### config.mk
export PLATFORM = sky130hd
export DESIGN_NAME = audio_buf_stat
export DESIGN_NICKNAME = d
export VERILOG_FILES = /design/src/rtl/audio_buf_pkg.sv /design/src/rtl/abs_rx_stage.sv /design/src/rtl/abs_tx_stage.sv /design/src/rtl/abs_chan_track.sv /design/src/rtl/audio_buf_stat.sv
export SDC_FILE = /design/constraint.sdc
export NUM_CORES = 1
export LEC_CHECK = 0
export BUFFER_PORTS_ARGS = -buffer_cell sky130_fd_sc_hd__buf_2
export CAP_MARGIN = 20
export CORE_AREA = 4 4 86 80
export CTS_BUF_LIST = sky130_fd_sc_hd__clkbuf_4 sky130_fd_sc_hd__clkbuf_8
export CTS_CLUSTER_DIAMETER = 60
export DETAILED_ROUTE_END_ITERATION = 16
export DIE_AREA = 0 0 90 84
export GPL_TIMING_DRIVEN = 1
export PLACE_DENSITY = 0.69
export SLEW_MARGIN = 40
export SYNTH_ARGS = -nofsm -noshare
export SYNTH_HDL_FRONTEND = slang
export SYNTH_SLANG_ARGS = --single-unit
### constraint.sdc
create_clock -name clk -period 1.5 [get_ports clk]
set_input_delay 0.3 -clock clk [delete_from_list [all_inputs] [get_ports clk]]
set_output_delay 0.3 -clock clk [all_outputs]
set_load 0.02 [all_outputs]
### src/rtl/audio_buf_pkg.sv
package audio_buf_pkg;
  localparam int STAT_W    = 32;
  localparam int FLAG_BIT  = 24;
  localparam int OVR_BIT   = 5;
  localparam int UND_BIT   = 4;
  localparam int CH_LSB    = 2;
  localparam int CH_W      = 2;
endpackage

### src/rtl/abs_rx_stage.sv
module abs_rx_stage #(
  parameter int DATA_W = 16
) (
  input  logic              clk,
  input  logic              rst_n,
  input  logic              port_en,
  input  logic              rx_evt,
  input  logic              rd_evt,
  input  logic [DATA_W-1:0] word_in,
  input  logic              clr_ovr,
  output logic [DATA_W-1:0] rx_data,
  output logic              rx_full,
  output logic              ovr
);
  logic [DATA_W-1:0] data_d;
  logic              full_d;
  logic              ovr_d;

  always_comb begin
    data_d = rx_data;
    full_d = rx_full;
    ovr_d  = clr_ovr ? 1'b0 : ovr;
    if (!port_en) begin
      full_d = 1'b0;
    end else if (rx_evt) begin
      data_d = word_in;
      full_d = 1'b1;
      if (rx_full && !rd_evt) ovr_d = 1'b1;
    end else if (rd_evt) begin
      full_d = 1'b0;
    end
  end

  always_ff @(posedge clk or negedge rst_n) begin
    if (!rst_n) begin
      rx_data <= '0;
      rx_full <= 1'b0;
      ovr     <= 1'b0;
    end else begin
      rx_data <= data_d;
      rx_full <= full_d;
      ovr     <= ovr_d;
    end
  end

  assert_rx_fill_R2: assert property (@(posedge clk) disable iff (!rst_n)
    (port_en && rx_evt) |=> (rx_full && rx_data == $past(word_in)));
  assert_rx_read_R2: assert property (@(posedge clk) disable iff (!rst_n)
    (port_en && rd_evt && !rx_evt) |=> !rx_full);
  assert_rx_overrun_R9: assert property (@(posedge clk) disable iff (!rst_n)
    (port_en && rx_evt && rx_full && !rd_evt) |=> ovr);
endmodule

### src/rtl/abs_tx_stage.sv
module abs_tx_stage #(
  parameter int DATA_W = 16
) (
  input  logic              clk,
  input  logic              rst_n,
  input  logic              port_en,
  input  logic              tx_evt,
  input  logic              wr_evt,
  input  logic [DATA_W-1:0] wdata,
  input  logic              clr_und,
  output logic [DATA_W-1:0] tx_word,
  output logic              tx_full,
  output logic              und
);
  logic [DATA_W-1:0] word_d;
  logic              full_d;
  logic              und_d;

  always_comb begin
    word_d = tx_word;
    full_d = tx_full;
    und_d  = clr_und ? 1'b0 : und;
    if (!port_en) begin
      full_d = 1'b0;
    end else begin
      if (tx_evt) begin
        full_d = 1'b0;
        if (!tx_full) und_d = 1'b1;
      end
      if (wr_evt) begin
        word_d = wdata;
        full_d = 1'b1;
      end
    end
  end

  always_ff @(posedge clk or negedge rst_n) begin
    if (!rst_n) begin
      tx_word <= '0;
      tx_full <= 1'b0;
      und     <= 1'b0;
    end else begin
      tx_word <= word_d;
      tx_full <= full_d;
      und     <= und_d;
    end
  end

  assert_tx_fill_R3: assert property (@(posedge clk) disable iff (!rst_n)
    (port_en && wr_evt) |=> (tx_full && tx_word == $past(wdata)));
  assert_tx_drain_R3: assert property (@(posedge clk) disable iff (!rst_n)
    (port_en && tx_evt && !wr_evt) |=> !tx_full);
  assert_tx_underrun_R8: assert property (@(posedge clk) disable iff (!rst_n)
    (port_en && tx_evt && !tx_full && !wr_evt) |=> ($stable(tx_word) && und));
  assert_tx_disabled_R11: assert property (@(posedge clk) disable iff (!rst_n)
    !port_en |=> !tx_full);
endmodule

### src/rtl/abs_chan_track.sv
module abs_chan_track #(
  parameter int CH_W = 2
) (
  input  logic            clk,
  input  logic            rst_n,
  input  logic            port_en,
  input  logic            tx_mode,
  input  logic [CH_W-1:0] chan_lim,
  input  logic            rx_evt,
  input  logic            tx_evt,
  output logic [CH_W-1:0] chan
);
  logic [CH_W-1:0] cnt, cnt_d, cnt_inc;
  logic [CH_W-1:0] rx_ch, rx_ch_d;
  logic            mode_q;
  logic            restart;

  always_comb begin
    restart = !port_en || (tx_mode != mode_q);
    cnt_inc = (cnt >= chan_lim) ? '0 : cnt + 1'b1;
    cnt_d   = cnt;
    rx_ch_d = rx_ch;
    if (restart) begin
      cnt_d   = '0;
      rx_ch_d = '0;
    end else if (rx_evt) begin
      rx_ch_d = cnt;
      cnt_d   = cnt_inc;
    end else if (tx_evt) begin
      cnt_d   = cnt_inc;
    end
  end

  always_ff @(posedge clk or negedge rst_n) begin
    if (!rst_n) begin
      cnt    <= '0;
      rx_ch  <= '0;
      mode_q <= 1'b0;
    end else begin
      cnt    <= cnt_d;
      rx_ch  <= rx_ch_d;
      mode_q <= tx_mode;
    end
  end

  assign chan = tx_mode ? cnt : rx_ch;

  assert_chan_clear_R11: assert property (@(posedge clk) disable iff (!rst_n)
    !port_en |=> (cnt == '0 && rx_ch == '0));
  assert_rx_chan_latch_R6: assert property (@(posedge clk) disable iff (!rst_n)
    (rx_evt && !restart) |=> (rx_ch == $past(cnt)));
  assert_tx_chan_hold_R7: assert property (@(posedge clk) disable iff (!rst_n)
    (!rx_evt && !tx_evt && !restart) |=> $stable(cnt));
endmodule

### src/rtl/audio_buf_stat.sv
module audio_buf_stat
  import audio_buf_pkg::*;
#(
  parameter int DATA_W = 16
) (
  input  logic              clk,
  input  logic              rst_n,
  input  logic              port_en,
  input  logic              tx_mode,
  input  logic [1:0]        chan_lim,
  input  logic              irq_en,
  input  logic              rd_rx,
  input  logic              wr_tx,
  input  logic [DATA_W-1:0] tx_wdata,
  input  logic              wr_stat,
  input  logic [31:0]       stat_wdata,
  input  logic              sr_rx_done,
  input  logic [DATA_W-1:0] sr_rx_word,
  input  logic              sr_tx_load,
  output logic [DATA_W-1:0] rx_data,
  output logic [DATA_W-1:0] tx_word,
  output logic [31:0]       status,
  output logic              irq
);
  logic            rx_evt, tx_evt;
  logic            rx_full, tx_full, ovr, und, flag;
  logic            clr_ovr, clr_und;
  logic [CH_W-1:0] chan;

  assign rx_evt  = port_en && !tx_mode && sr_rx_done;
  assign tx_evt  = port_en && tx_mode && sr_tx_load;
  assign clr_ovr = wr_stat && stat_wdata[OVR_BIT];
  assign clr_und = wr_stat && stat_wdata[UND_BIT];

  abs_rx_stage #(.DATA_W(DATA_W)) rx_i (
    .clk(clk), .rst_n(rst_n), .port_en(port_en), .rx_evt(rx_evt),
    .rd_evt(rd_rx), .word_in(sr_rx_word), .clr_ovr(clr_ovr),
    .rx_data(rx_data), .rx_full(rx_full), .ovr(ovr)
  );

  abs_tx_stage #(.DATA_W(DATA_W)) tx_i (
    .clk(clk), .rst_n(rst_n), .port_en(port_en), .tx_evt(tx_evt),
    .wr_evt(wr_tx), .wdata(tx_wdata), .clr_und(clr_und),
    .tx_word(tx_word), .tx_full(tx_full), .und(und)
  );

  abs_chan_track #(.CH_W(CH_W)) ch_i (
    .clk(clk), .rst_n(rst_n), .port_en(port_en), .tx_mode(tx_mode),
    .chan_lim(chan_lim), .rx_evt(rx_evt), .tx_evt(tx_evt), .chan(chan)
  );

  always_comb begin
    flag   = tx_mode ? !tx_full : rx_full;
    status = '0;
    status[FLAG_BIT]              = flag;
    status[OVR_BIT]               = ovr;
    status[UND_BIT]               = und;
    status[CH_LSB +: CH_W]        = chan;
    irq    = flag && irq_en;
  end

  assert_stat_write_R5: assert property (@(posedge clk) disable iff (!rst_n)
    (wr_stat && port_en && !rx_evt && !tx_evt && !rd_rx && !wr_tx)
      |=> ($stable(rx_full) && $stable(tx_full)));
  assert_ovr_clear_R10: assert property (@(posedge clk) disable iff (!rst_n)
    (clr_ovr && !rx_evt) |=> !status[OVR_BIT]);
  assert_und_clear_R10: assert property (@(posedge clk) disable iff (!rst_n)
    (clr_und && !tx_evt) |=> !status[UND_BIT]);
endmodule

# Word level (Yosys, flattened, before mapping)
# Cells that the tools add are included.
# op_classes
n_addsub	1
n_lt_le_gt_ge	1
n_eq_ne	3
n_mux	22
reduce_logical	17
# op_table
op	count
$mux 1	15
$mux 2	7
$logic_and 1x1->1	8
$ne 3x1->1 const B	2
$logic_not 1->1	4
$reduce_and 2->1	2
$reduce_bool 3->1	1
$add 2x1->2 const B	1
$ge 2x2->1	1
$reduce_bool 2->1	1
$logic_or 1x1->1	1
$ne 1x1->1	1
# totals
register_bits	41
output_inout_bits	65
word_cells	53

# Logic depth before layout (Yosys ltp)
# Gate-level depths: netlist of the first run.
# depth
depth_word	5
mapped_depth	6
mapped_depth_nobuf	6

# By module
# From an unflattened synthesis of the first run, not the netlist that was laid out.
# hier_totals
hier_cells	150
hier_area_um2	2023.2
# by_module_without_submodules
mod	instances	cells_per_inst	area_per_inst_um2	seq_area_each_um2
abs_tx_stage	1	41	726.9	450.4
abs_rx_stage	1	41	718.2	450.4
audio_buf_stat	1	40	291.5	0.0
abs_chan_track	1	28	286.5	125.1

# Least setup slack after synthesis of the first run
# OpenSTA, ideal clock, no wires.
# synth_path
kind	register to register
startpoint	register ch_i.cnt[0]
endpoint	register ch_i.cnt[1]
arrival_time_ns	1.369
setup_slack_ns	0.027
stages_incl_launch_ff	6
path_buffers	0
synth_period_minus_slack_ns	1.473
path_cell_list	dfrtp_1 inv_1 ha_1 nand2b_1 a211o_1 o41ai_2
# synth_via
elab_chain_len	5
elab_cells_between_ends	6
# synth_rtl
item	line_no	text
from (decl)	abs_chan_track.sv:13	logic [CH_W-1:0] cnt, cnt_d, cnt_inc;
from (signal assigned)	abs_chan_track.sv:40	cnt <= cnt_d;
$add 2x1->2 / $ge 2x2->1 (equally long branches)	abs_chan_track.sv:20	cnt_inc = (cnt >= chan_lim) ? '0 : cnt + 1'b1;
$mux 2 (*)	abs_chan_track.sv:20	
$mux 2	abs_chan_track.sv:29	end else if (tx_evt) begin
$mux 2 (*)	abs_chan_track.sv:26	end else if (rx_evt) begin
$mux 2 (*)	abs_chan_track.sv:23	if (restart) begin
# Every way passes the cells marked *; elsewhere a longest branch is shown, timed or not. The select of a mux whose other input is x is not followed.
# A chain may end at the register's enable or synchronous reset.

# Worst setup path in the final report of the first run
# layout_path
startpoint	register ch_i.cnt[0]
endpoint	output port status[2]
# layout_via
elab_chain_len	1
# layout_rtl
item	line_no	text
$mux 2	abs_chan_track.sv:46	assign chan = tx_mode ? cnt : rx_ch;
to (decl)	audio_buf_stat.sv:22	output logic [31:0] status,
# Every way passes these cells.

==> results of run 1 <==
-- routing by layer --
metal	wire length, microns	GRT usage
met5	0	0
met1	1520	0.116
met4	60	0.0459
met2	1940	0.170
met3	423	0.0568
-- cell families after synthesis --
kind of cell,count (synthesis)
AO/OA/AOI/OAI,12
buffers and inverters,39
other,1
XOR/XNOR,1
flip-flops,41
adder cells (fa/ha/maj),2
multiplexers,35
AND/OR/NAND/NOR,20
-- power by group --
part	switching, mW	leakage, nW	internal [mW]	total (mW)
sequential	0.0692	0.497	1.26	1.33
clock	0.382	0.0574	0.541	0.923
combinational	0.449	0.748	0.312	0.762
-- layout make-up --
class / instances / area (sq um)
multi-input cells: 97 / 741
fillers: 575 / 3440
clock inverters: 2 / 37.5
inverters: 4 / 15.0
well taps: 72 / 90.1
clock buffers: 6 / 82.6
flip-flops and latches: 41 / 1030
repair buffers: 93 / 549
-- worst max-delay path by stage --
stage	to	slack [ns]	cells past startpoint
final	status[2]	0.007	3
after global routing	irq	-0.07	3
after CTS	status[2]	-0.01	3
after detailed placement	ch_i.cnt[1]	-0.01	5
after global placement	ch_i.cnt[1]	0.01	5
after floorplan	ch_i.cnt[1]	0.03	5
-- cells in the mapped netlist --
library cell,n,area share
dfrtp_1,41,0.53
mux2_2,34,0.20
buf_4,31,0.12
nand2_1,9,0.018
inv_1,4,0.0078
a21oi_1,3,0.0078
and2_1,3,0.0097
buf_2,3,0.0078
nand3_1,3,0.0078
ha_1,2,0.013
nand2b_1,2,0.0065
o21ai_0,2,0.0052
a211o_1,1,0.0045
a211oi_1,1,0.0039
buf_6,1,0.0058
conb_1,1,0.0019
mux2i_1,1,0.0052
nand2_2,1,0.0032
nor2_1,1,0.0019
nor2b_4,1,0.0071
o211ai_1,1,0.0039
o21ai_2,1,0.0045
o31ai_1,1,0.0039
o31ai_2,1,0.0065
o41ai_2,1,0.0084
xnor2_1,1,0.0045
-- registers in the layout, indices dropped and copies added (netlist names) --
name          count
ch_i.mode_q       1
tx_i.tx_word     16
ch_i.rx_ch        2
tx_i.und          1
ch_i.cnt          2
rx_i.rx_full      1
tx_i.tx_full      1
rx_i.rx_data     16
rx_i.ovr          1
-- worst register-to-register path, delay by kind of cell, from the launching register on --
family	cells	cell delay, ns
adders and majority gates	1	0.22
DFF	1	0.40
AOI/OAI and AO/OA	2	0.49
buffers and inverters	1	0.08
and+or+nand+nor	1	0.14
-- repair_timing --
| action | CTS | global route |
|---|---|---|
| setup buffers | 1 | 3 |
| gates cloned | 0 | 0 |
| gates resized for setup | 5 | 5 |
| hold endpoints to repair | 41 | 0 |
| pin swaps | 1 | 1 |
| setup endpoints to repair | 2 | 4 |
| hold buffers | 1 | 0 |
==> metrics.csv, run 1 <==
metric,value,unit
outcome,completed,
HPWL Detailed,3.05,mm
clk slew on worst S/H paths,0.08,ns
H-tree lvl count,2,
Seq cells post-synth,41,
mux cell area share after synthesis,0.204,
root buffer cell,clkbuf_8,
worst hold path cell count,2,
Synth Cell Area,1930,sq um
MaxCap Viol Count,0,
Reg-to-Reg End,ch_i.cnt[1],
initial core utilization,0.322,
CP cell instances,buf_6 > mux2_4 > buf_6,
Setup TNS,0,ns
"Max FO, Critical Path",2,
Worst Setup Path Type,reg2out,
total number of vias,1349,
clock buffer depth,2,
setup violators final,0,
vias per cell,4.28,
worst skew pair latency,0.29,ns
Cell Rows,27,
largest family of logic cells by synthesized area,multiplexers,
post-DR wirelength/cell,12.5,microns
Max VDD drop,0.000565,V
GRT Total Usage,0.106,
fraction of layout cells with a size suffix above 1,0.580,
"CP delay by family, top",flip-flops,
clock skew,0.000686,ns
design area,2540,sq um
RSZ-0062 raised after global routing,yes,
io pins,141,
crit path max-delay cell type,dfrtp_1,
Simple-Gate Fraction of Synth Area,0.0539,
most frequent cells in the layout,"80 x buf_2, 41 x dfrtp_1, 32 x mux2_2",
drt pass-1 iters,4,
GR Overflow Total,0,
placed cells,302,
drt initial violations,13,
Synth Area in Compound Gates,0.0487,
Final Wtd Congestion,0.693,
min-delay src,sr_rx_word[14],
XOR/XNOR share of the synthesized area,0.00454,
CP dominant cell by count,buf_6,
Startpoint Class,flip-flop,
Adder-Cell Fraction of Synth Area,0.0130,
Worst Hold Path EP,rx_i.rx_data[14],
Antenna diodes,0,
Post-Syn Instances,151,
Netlist cell types,26,
Port Buffer Count,83,
Die Y,84,microns
Hold WS,0.231,ns
Leak,1.30,nW
vias in the first global route,1359,
Yosys warning count,0,
"leading cell type in the layout, fill and taps excluded",buf_2,
pwr/cell area,1190,nW/um^2
largest net degree at the start of global routing,42,
DRC viols,0,
max-slew violations,0,
synthesized area per cell,12.8,sq um
Worst Setup End Kind,output pin,
Hold Fails Final Rpt,0,
Worst Hold Class,in2reg,
Critical Path Start,ch_i.cnt[0],
period utilisation layout,0.995,
fmax,670,MHz
Tot Pwr,3.01,mW
ANT nets after route,0,
crit path buf inv count,2,
pre-CTS setup slack,-0.0132,ns
WP data required,1.20,ns
Critical Path Max Stage Delay,0.40,ns
Final Util,0.425,
Core ar.,5980,sq um
post-route setup slack,0.00727,ns
flop2flop setup slack,0.06,ns
Worst R2R Start,ch_i.cnt[0],
dpl cell area,2350,sq um
# nets final,320,
fin crit period,1.49,ns
first-pass GRT wire length,6.37,mm
Area Overhead vs Synth,31.8,%
post-synthesis sequential area ratio,0.532,
initial antenna violation count,0,
CP arrival,1.19,ns
final WL,3.94,mm
total clock sinks,41,
DIE AREA,7560,sq um
Chip Width,90,microns
CTS tree,done,
fin cells,315,
R2R cell count,5,
CTS buffer count,5,
Power figures use the tool's default switching activity.
==> inputs of run 2 (changes only) <==
Settings changed: PLACE_DENSITY 0.69 to 0.76.
==> run 2 against run 1 <==
Clock skew about the same. Power shrank 8.3%. Sequential share of layout area grew 1.5 points. Core utilization is 1.5 points lower. Hold slack got worse by 0.18 ns. Sequential power about the same. Die area unchanged. Highest routed layer unchanged. Routed wire length decreased by 4.6%. Global-route usage decreased by 0.64 points. Largest power group unchanged. Largest cell class unchanged. Count of clock-buffer cells in the layout is 1 lower. Clock power fell by 24%. Critical endpoint unchanged. Critical path depth stayed put.
==> metrics.csv, run 2 (synthesis results as in run 1) <==
metric,value,unit,change
GRT Total Usage,0.0994,,-0.00644
clock buffer depth,2,,unchanged
setup violators final,0,,unchanged
worst skew pair latency,0.29,ns,about the same
final WL,3.76,mm,-4.6%
HPWL Detailed,2.90,mm,-5.0%
Port Buffer Count,83,,unchanged
Worst Setup Path Type,reg2out,,
Reg-to-Reg End,ch_i.cnt[1],,
drt pass-1 iters,2,,-2
pwr/cell area,1130,nW/um^2,-4.9%
Leak,1.25,nW,-3.7%
flop2flop setup slack,0.06,ns,about the same
most frequent cells in the layout,"80 x buf_2, 41 x dfrtp_1, 32 x mux2_2",,
Critical Path Start,ch_i.cnt[0],,
CTS tree,done,,
R2R cell count,5,,unchanged
outcome,completed,,
total number of vias,1308,,-3.0%
Area Overhead vs Synth,27.1,%,
initial core utilization,0.322,,unchanged
fraction of layout cells with a size suffix above 1,0.573,,-0.00703
# hold bufs at CTS,0,,-1
drt initial violations,10,,-3
vias per cell,4.21,,-1.8%
Antenna diodes,0,,unchanged
fin crit period,1.48,ns,-0.00915 ns
DIE AREA,7560,sq um,unchanged
Max VDD drop,0.000526,V,-6.9%
placed cells,300,,-0.66%
"leading cell type in the layout, fill and taps excluded",buf_2,,
fin cells,311,,-1.3%
Worst Tran Pin Value,0.512,ns,
total clock sinks,41,,unchanged
"Max FO, Critical Path",2,,unchanged
Setup TNS,0,ns,unchanged
Worst Setup End Kind,output pin,,
dpl cell area,2310,sq um,-1.7%
clock skew,0.000882,ns,+0.000196 ns
top flop regs,"rx_i.rx_data: 16 flops, tx_i.tx_word: 16 flops",,
GR Overflow Total,0,,unchanged
Final Wtd Congestion,0.751,,+8.3%
period utilisation layout,0.989,,-0.00610
WP data required,1.20,ns,about the same
Filler cells,590,,+2.6%
Cell Rows,27,,unchanged
DRC viols,0,,unchanged
root buffer cell,clkbuf_8,,
relative slew slack,0.659,,
H-tree lvl count,2,,unchanged
ANT nets after route,0,,unchanged
Hold Fails Final Rpt,0,,unchanged
Core ar.,5980,sq um,unchanged
CTS buffer count,5,,unchanged
Die Y,84,microns,unchanged
Worst R2R Start,ch_i.cnt[0],,
fmax,674,MHz,+0.62%
MaxCap Viol Count,0,,unchanged
largest net degree at the start of global routing,42,,unchanged
clk slew on worst S/H paths,0.08,ns,about the same
RSZ-0062 raised after global routing,yes,,
Hold WS,0.0552,ns,-0.176 ns
CP arrival,1.18,ns,about the same
Chip Width,90,microns,unchanged
initial antenna violation count,0,,unchanged
io pins,141,,unchanged
first-pass GRT wire length,6.11,mm,-4.0%
post-DR wirelength/cell,12.1,microns,-3.4%
design area,2450,sq um,-3.6%
# nets final,316,,-1.3%
Tot Pwr,2.76,mW,-8.3%
max-slew violations,0,,unchanged
vias in the first global route,1343,,-1.2%
Worst Hold Class,in2async,,
Startpoint Class,flip-flop,,
run 2: changes by cell type in the layout (fill, tap and decap cells not counted), sizes merged:
cell         delta
clkbuf          -1
buf             -3
bufinv          -1
dlygate4sd3     -1
clkinv          +2
run 2: timing repair:
item | in CTS | in global routing
resized for setup | 5 | 6
pin swaps | 0 | 2
buffers inserted | 2 | 1
hold endpoints to repair | 0 | 0
endpoints found under the setup margin | 2 | 5
run 2: how the worst max path moves through the flow:
| stage | end | slack [ns] | cells after the start |
|---|---|---|---|
| after floorplan | ch_i.cnt[1] | 0.03 | 5 |
| after global placement | ch_i.cnt[1] | 0.05 | 5 |
| after detailed placement | ch_i.cnt[1] | 0.05 | 5 |
| after CTS | status[2] | -0.001 | 3 |
| after global routing | irq | -0.05 | 4 |
| final | status[2] | 0.02 | 3 |
run 2: metal layers:
layer	vias to the layer above	part of all wire	routed length, microns	track usage
met5	-	0	0	0
met1	609	0.40	1500	0.114
met2	73	0.47	1780	0.158
li1	621	-	-	-
met4	0	0.0077	29	0.0334
met3	5	0.12	441	0.0532
run 2: worst max-delay path, cell delays in order, from the launching register on:
cell and delay (ns):
dfrtp_1 0.39, buf_6 0.12, mux2_4 0.25, buf_6 0.13
run 2: final cells by class:
type	count	area [sq um]	share of cell area
Sequential cell	41	1030	0.419
Multi-Input combinational cell	97	737	0.301
Timing Repair Buffer	89	495	0.202
Tap cell	72	90.1	0.0368
Clock buffer	5	68.8	0.0281
Clock inverter	3	17.5	0.00715
Inverter	4	15.0	0.00613
run 2: power breakdown:
group          internal [mW]  switching (mW)
combinational          0.297           0.442
clock                  0.321           0.375
sequential              1.26          0.0677
total                   1.88           0.886
run 2: stage by stage:
step | utilization | setup WS (ns)
floorplan | - | 0.0272
global placement | 0.386 | 0.0469
detailed placement | 0.386 | 0.0456
CTS | 0.406 | -0.00133
global route | 0.410 | -0.0455
finish | 0.410 | 0.0164
==> inputs of run 3 (changes only) <==
Settings changed: SETUP_SLACK_MARGIN set to 0.1.
==> run 3 against run 2 <==
Worst setup slack worse by 0.0015 ns. Combinational power up 2.8%. Critical path depth did not move. Largest power group unchanged.
==> metrics.csv, run 3 (synthesis results as in run 1) <==
metric,value,unit,change
CP arrival,1.19,ns,about the same
setup violators final,0,,unchanged
min-delay src,tx_wdata[0],,
period utilisation layout,0.990,,+0.00102
Antenna diodes,0,,unchanged
# nets final,317,,+0.32%
Worst Setup End Kind,output pin,,
top flop regs,"rx_i.rx_data: 16 flops, tx_i.tx_word: 16 flops",,
DIE AREA,7560,sq um,unchanged
Worst Setup Path Type,reg2out,,
"Max FO, Critical Path",2,,unchanged
Cell Rows,27,,unchanged
Max VDD drop,0.000615,V,+17%
CTS buffer count,5,,unchanged
Worst R2R Start,ch_i.cnt[1],,
Worst Hold Path EP,tx_i.tx_word[0],,
Critical Path Max Stage Delay,0.40,ns,about the same
clk slew on worst S/H paths,0.08,ns,about the same
Worst Hold Class,in2reg,,
Area Overhead vs Synth,29.7,%,
MaxCap Viol Count,0,,unchanged
first-pass GRT wire length,6.59,mm,+7.8%
GRT Total Usage,0.109,,+0.0100
worst hold path cell count,2,,
initial antenna violation count,0,,unchanged
ANT nets after route,0,,unchanged
design area,2500,sq um,+2.0%
crit path buf inv count,2,,unchanged
fmax,673,MHz,-0.10%
WP data required,1.20,ns,about the same
H-tree lvl count,2,,unchanged
drt pass-1 iters,4,,+2
total number of vias,1334,,+2.0%
CTS tree,done,,
RSZ-0062 raised after global routing,yes,,
io pins,141,,unchanged
final WL,4.00,mm,+6.4%
CP cell instances,buf_6 > mux2_4 > buf_6,,
Reg-to-Reg End,ch_i.cnt[1],,
Port Buffer Count,83,,unchanged
outcome,completed,,
initial core utilization,0.322,,unchanged
GR Overflow Total,0,,unchanged
Leak,1.27,nW,+1.1%
dpl cell area,2330,sq um,+0.87%
Core ar.,5980,sq um,unchanged
flop2flop setup slack,0.07,ns,about the same
vias per cell,4.29,,+2.0%
max-slew violations,0,,unchanged
root buffer cell,clkbuf_8,,
crit path max-delay cell type,dfrtp_1,,
clock buffer depth,2,,unchanged
post-DR wirelength/cell,12.9,microns,+6.4%
vias in the first global route,1422,,+5.9%
worst skew pair latency,0.28,ns,about the same
"leading cell type in the layout, fill and taps excluded",buf_2,,
largest net degree at the start of global routing,26,,-38%
HPWL Detailed,3.18,mm,+9.8%
Chip Width,90,microns,unchanged
total clock sinks,41,,unchanged
CP dominant cell by count,buf_6,,
fraction of layout cells with a size suffix above 1,0.590,,+0.0167
fin crit period,1.49,ns,+0.00153 ns
most frequent cells in the layout,"80 x buf_2, 40 x dfrtp_1, 32 x mux2_2",,
clock skew,0.00487,ns,+0.00399 ns
Final Wtd Congestion,0.751,,about the same
Die Y,84,microns,unchanged
"CP delay by family, top",flip-flops,,
Final Util,0.418,,+0.00837
Hold Fails Final Rpt,0,,unchanged
pwr/cell area,1130,nW/um^2,about the same
R2R cell count,3,,-2
DRC viols,0,,unchanged
drt initial violations,24,,+14
Startpoint Class,flip-flop,,
==> run 3: worst reg2reg max path, delay by kind of cell, from the launching register on <==
| kind | cells | cell delay, ns |
|---|---|---|
| fa+ha+maj | 1 | 0.31 |
| flops | 1 | 0.45 |
| compound gates | 2 | 0.57 |
==> run 3: stage by stage <==
stage | power (mW) | worst slack (ns) | hold WS, ns | TNS (ns) | instances
after floorplan | 1.88 | 0.0874 | 0.00441 | 0 | 177
after global placement | 2.08 | 0.0951 | 0.255 | 0 | 300
after detailed placement | 2.10 | 0.0235 | 0.264 | 0 | 300
after CTS | 2.87 | -0.00351 | 0.227 | -0.00351 | 310
after global routing | 3.01 | -0.0514 | 0.214 | -0.0848 | 311
final | 2.82 | 0.0149 | 0.240 | 0 | 311
==> run 3: worst max path at each step <==
stage,from,to,slack (ns),cells past startpoint
3_3_place_gp,chan_lim[0],ch_i.cnt[1],0.1,5
2_1_floorplan,ch_i.cnt[0],ch_i.cnt[1],0.09,5
6_report,ch_i.cnt[0],status[2],0.01,3
4_1_cts,ch_i.cnt[0],status[2],-0.004,3
3_5_place_dp,chan_lim[0],ch_i.cnt[1],0.02,5
5_1_grt,rx_i.rx_full,irq,-0.05,4
==> run 3: per-layer routing <==
layer,up-vias,GRT usage,share of wire
met5,-,0,0
met4,0,0.0362,0.016
met3,6,0.0667,0.12
met2,74,0.174,0.47
met1,627,0.121,0.39
li1,627,-,-
==> run 3: final cells by class <==
type,count,area [sq um]
sequential,41,1030
timing repair buffer,90,518
clock buffer,6,82.6
clock inverter,1,7.51
fill,594,3480
multi-input combinational,97,759
inverter,4,15.0
tap,72,90.1
==> run 3: what timing repair did <==
action	in CTS	in global routing
gates resized for setup	10	3
hold buffers	1	0
buffers inserted	2	1
pin swaps	1	1
endpoints found under the hold margin	16	0
endpoints found under the setup margin	5	6
==> run 3: report_power, final <==
part | leakage, nW | internal [mW] | switching [mW]
registers | 0.495 | 1.26 | 0.0690
clock network | 0.0433 | 0.364 | 0.366
logic | 0.730 | 0.310 | 0.450
total | 1.27 | 1.93 | 0.885
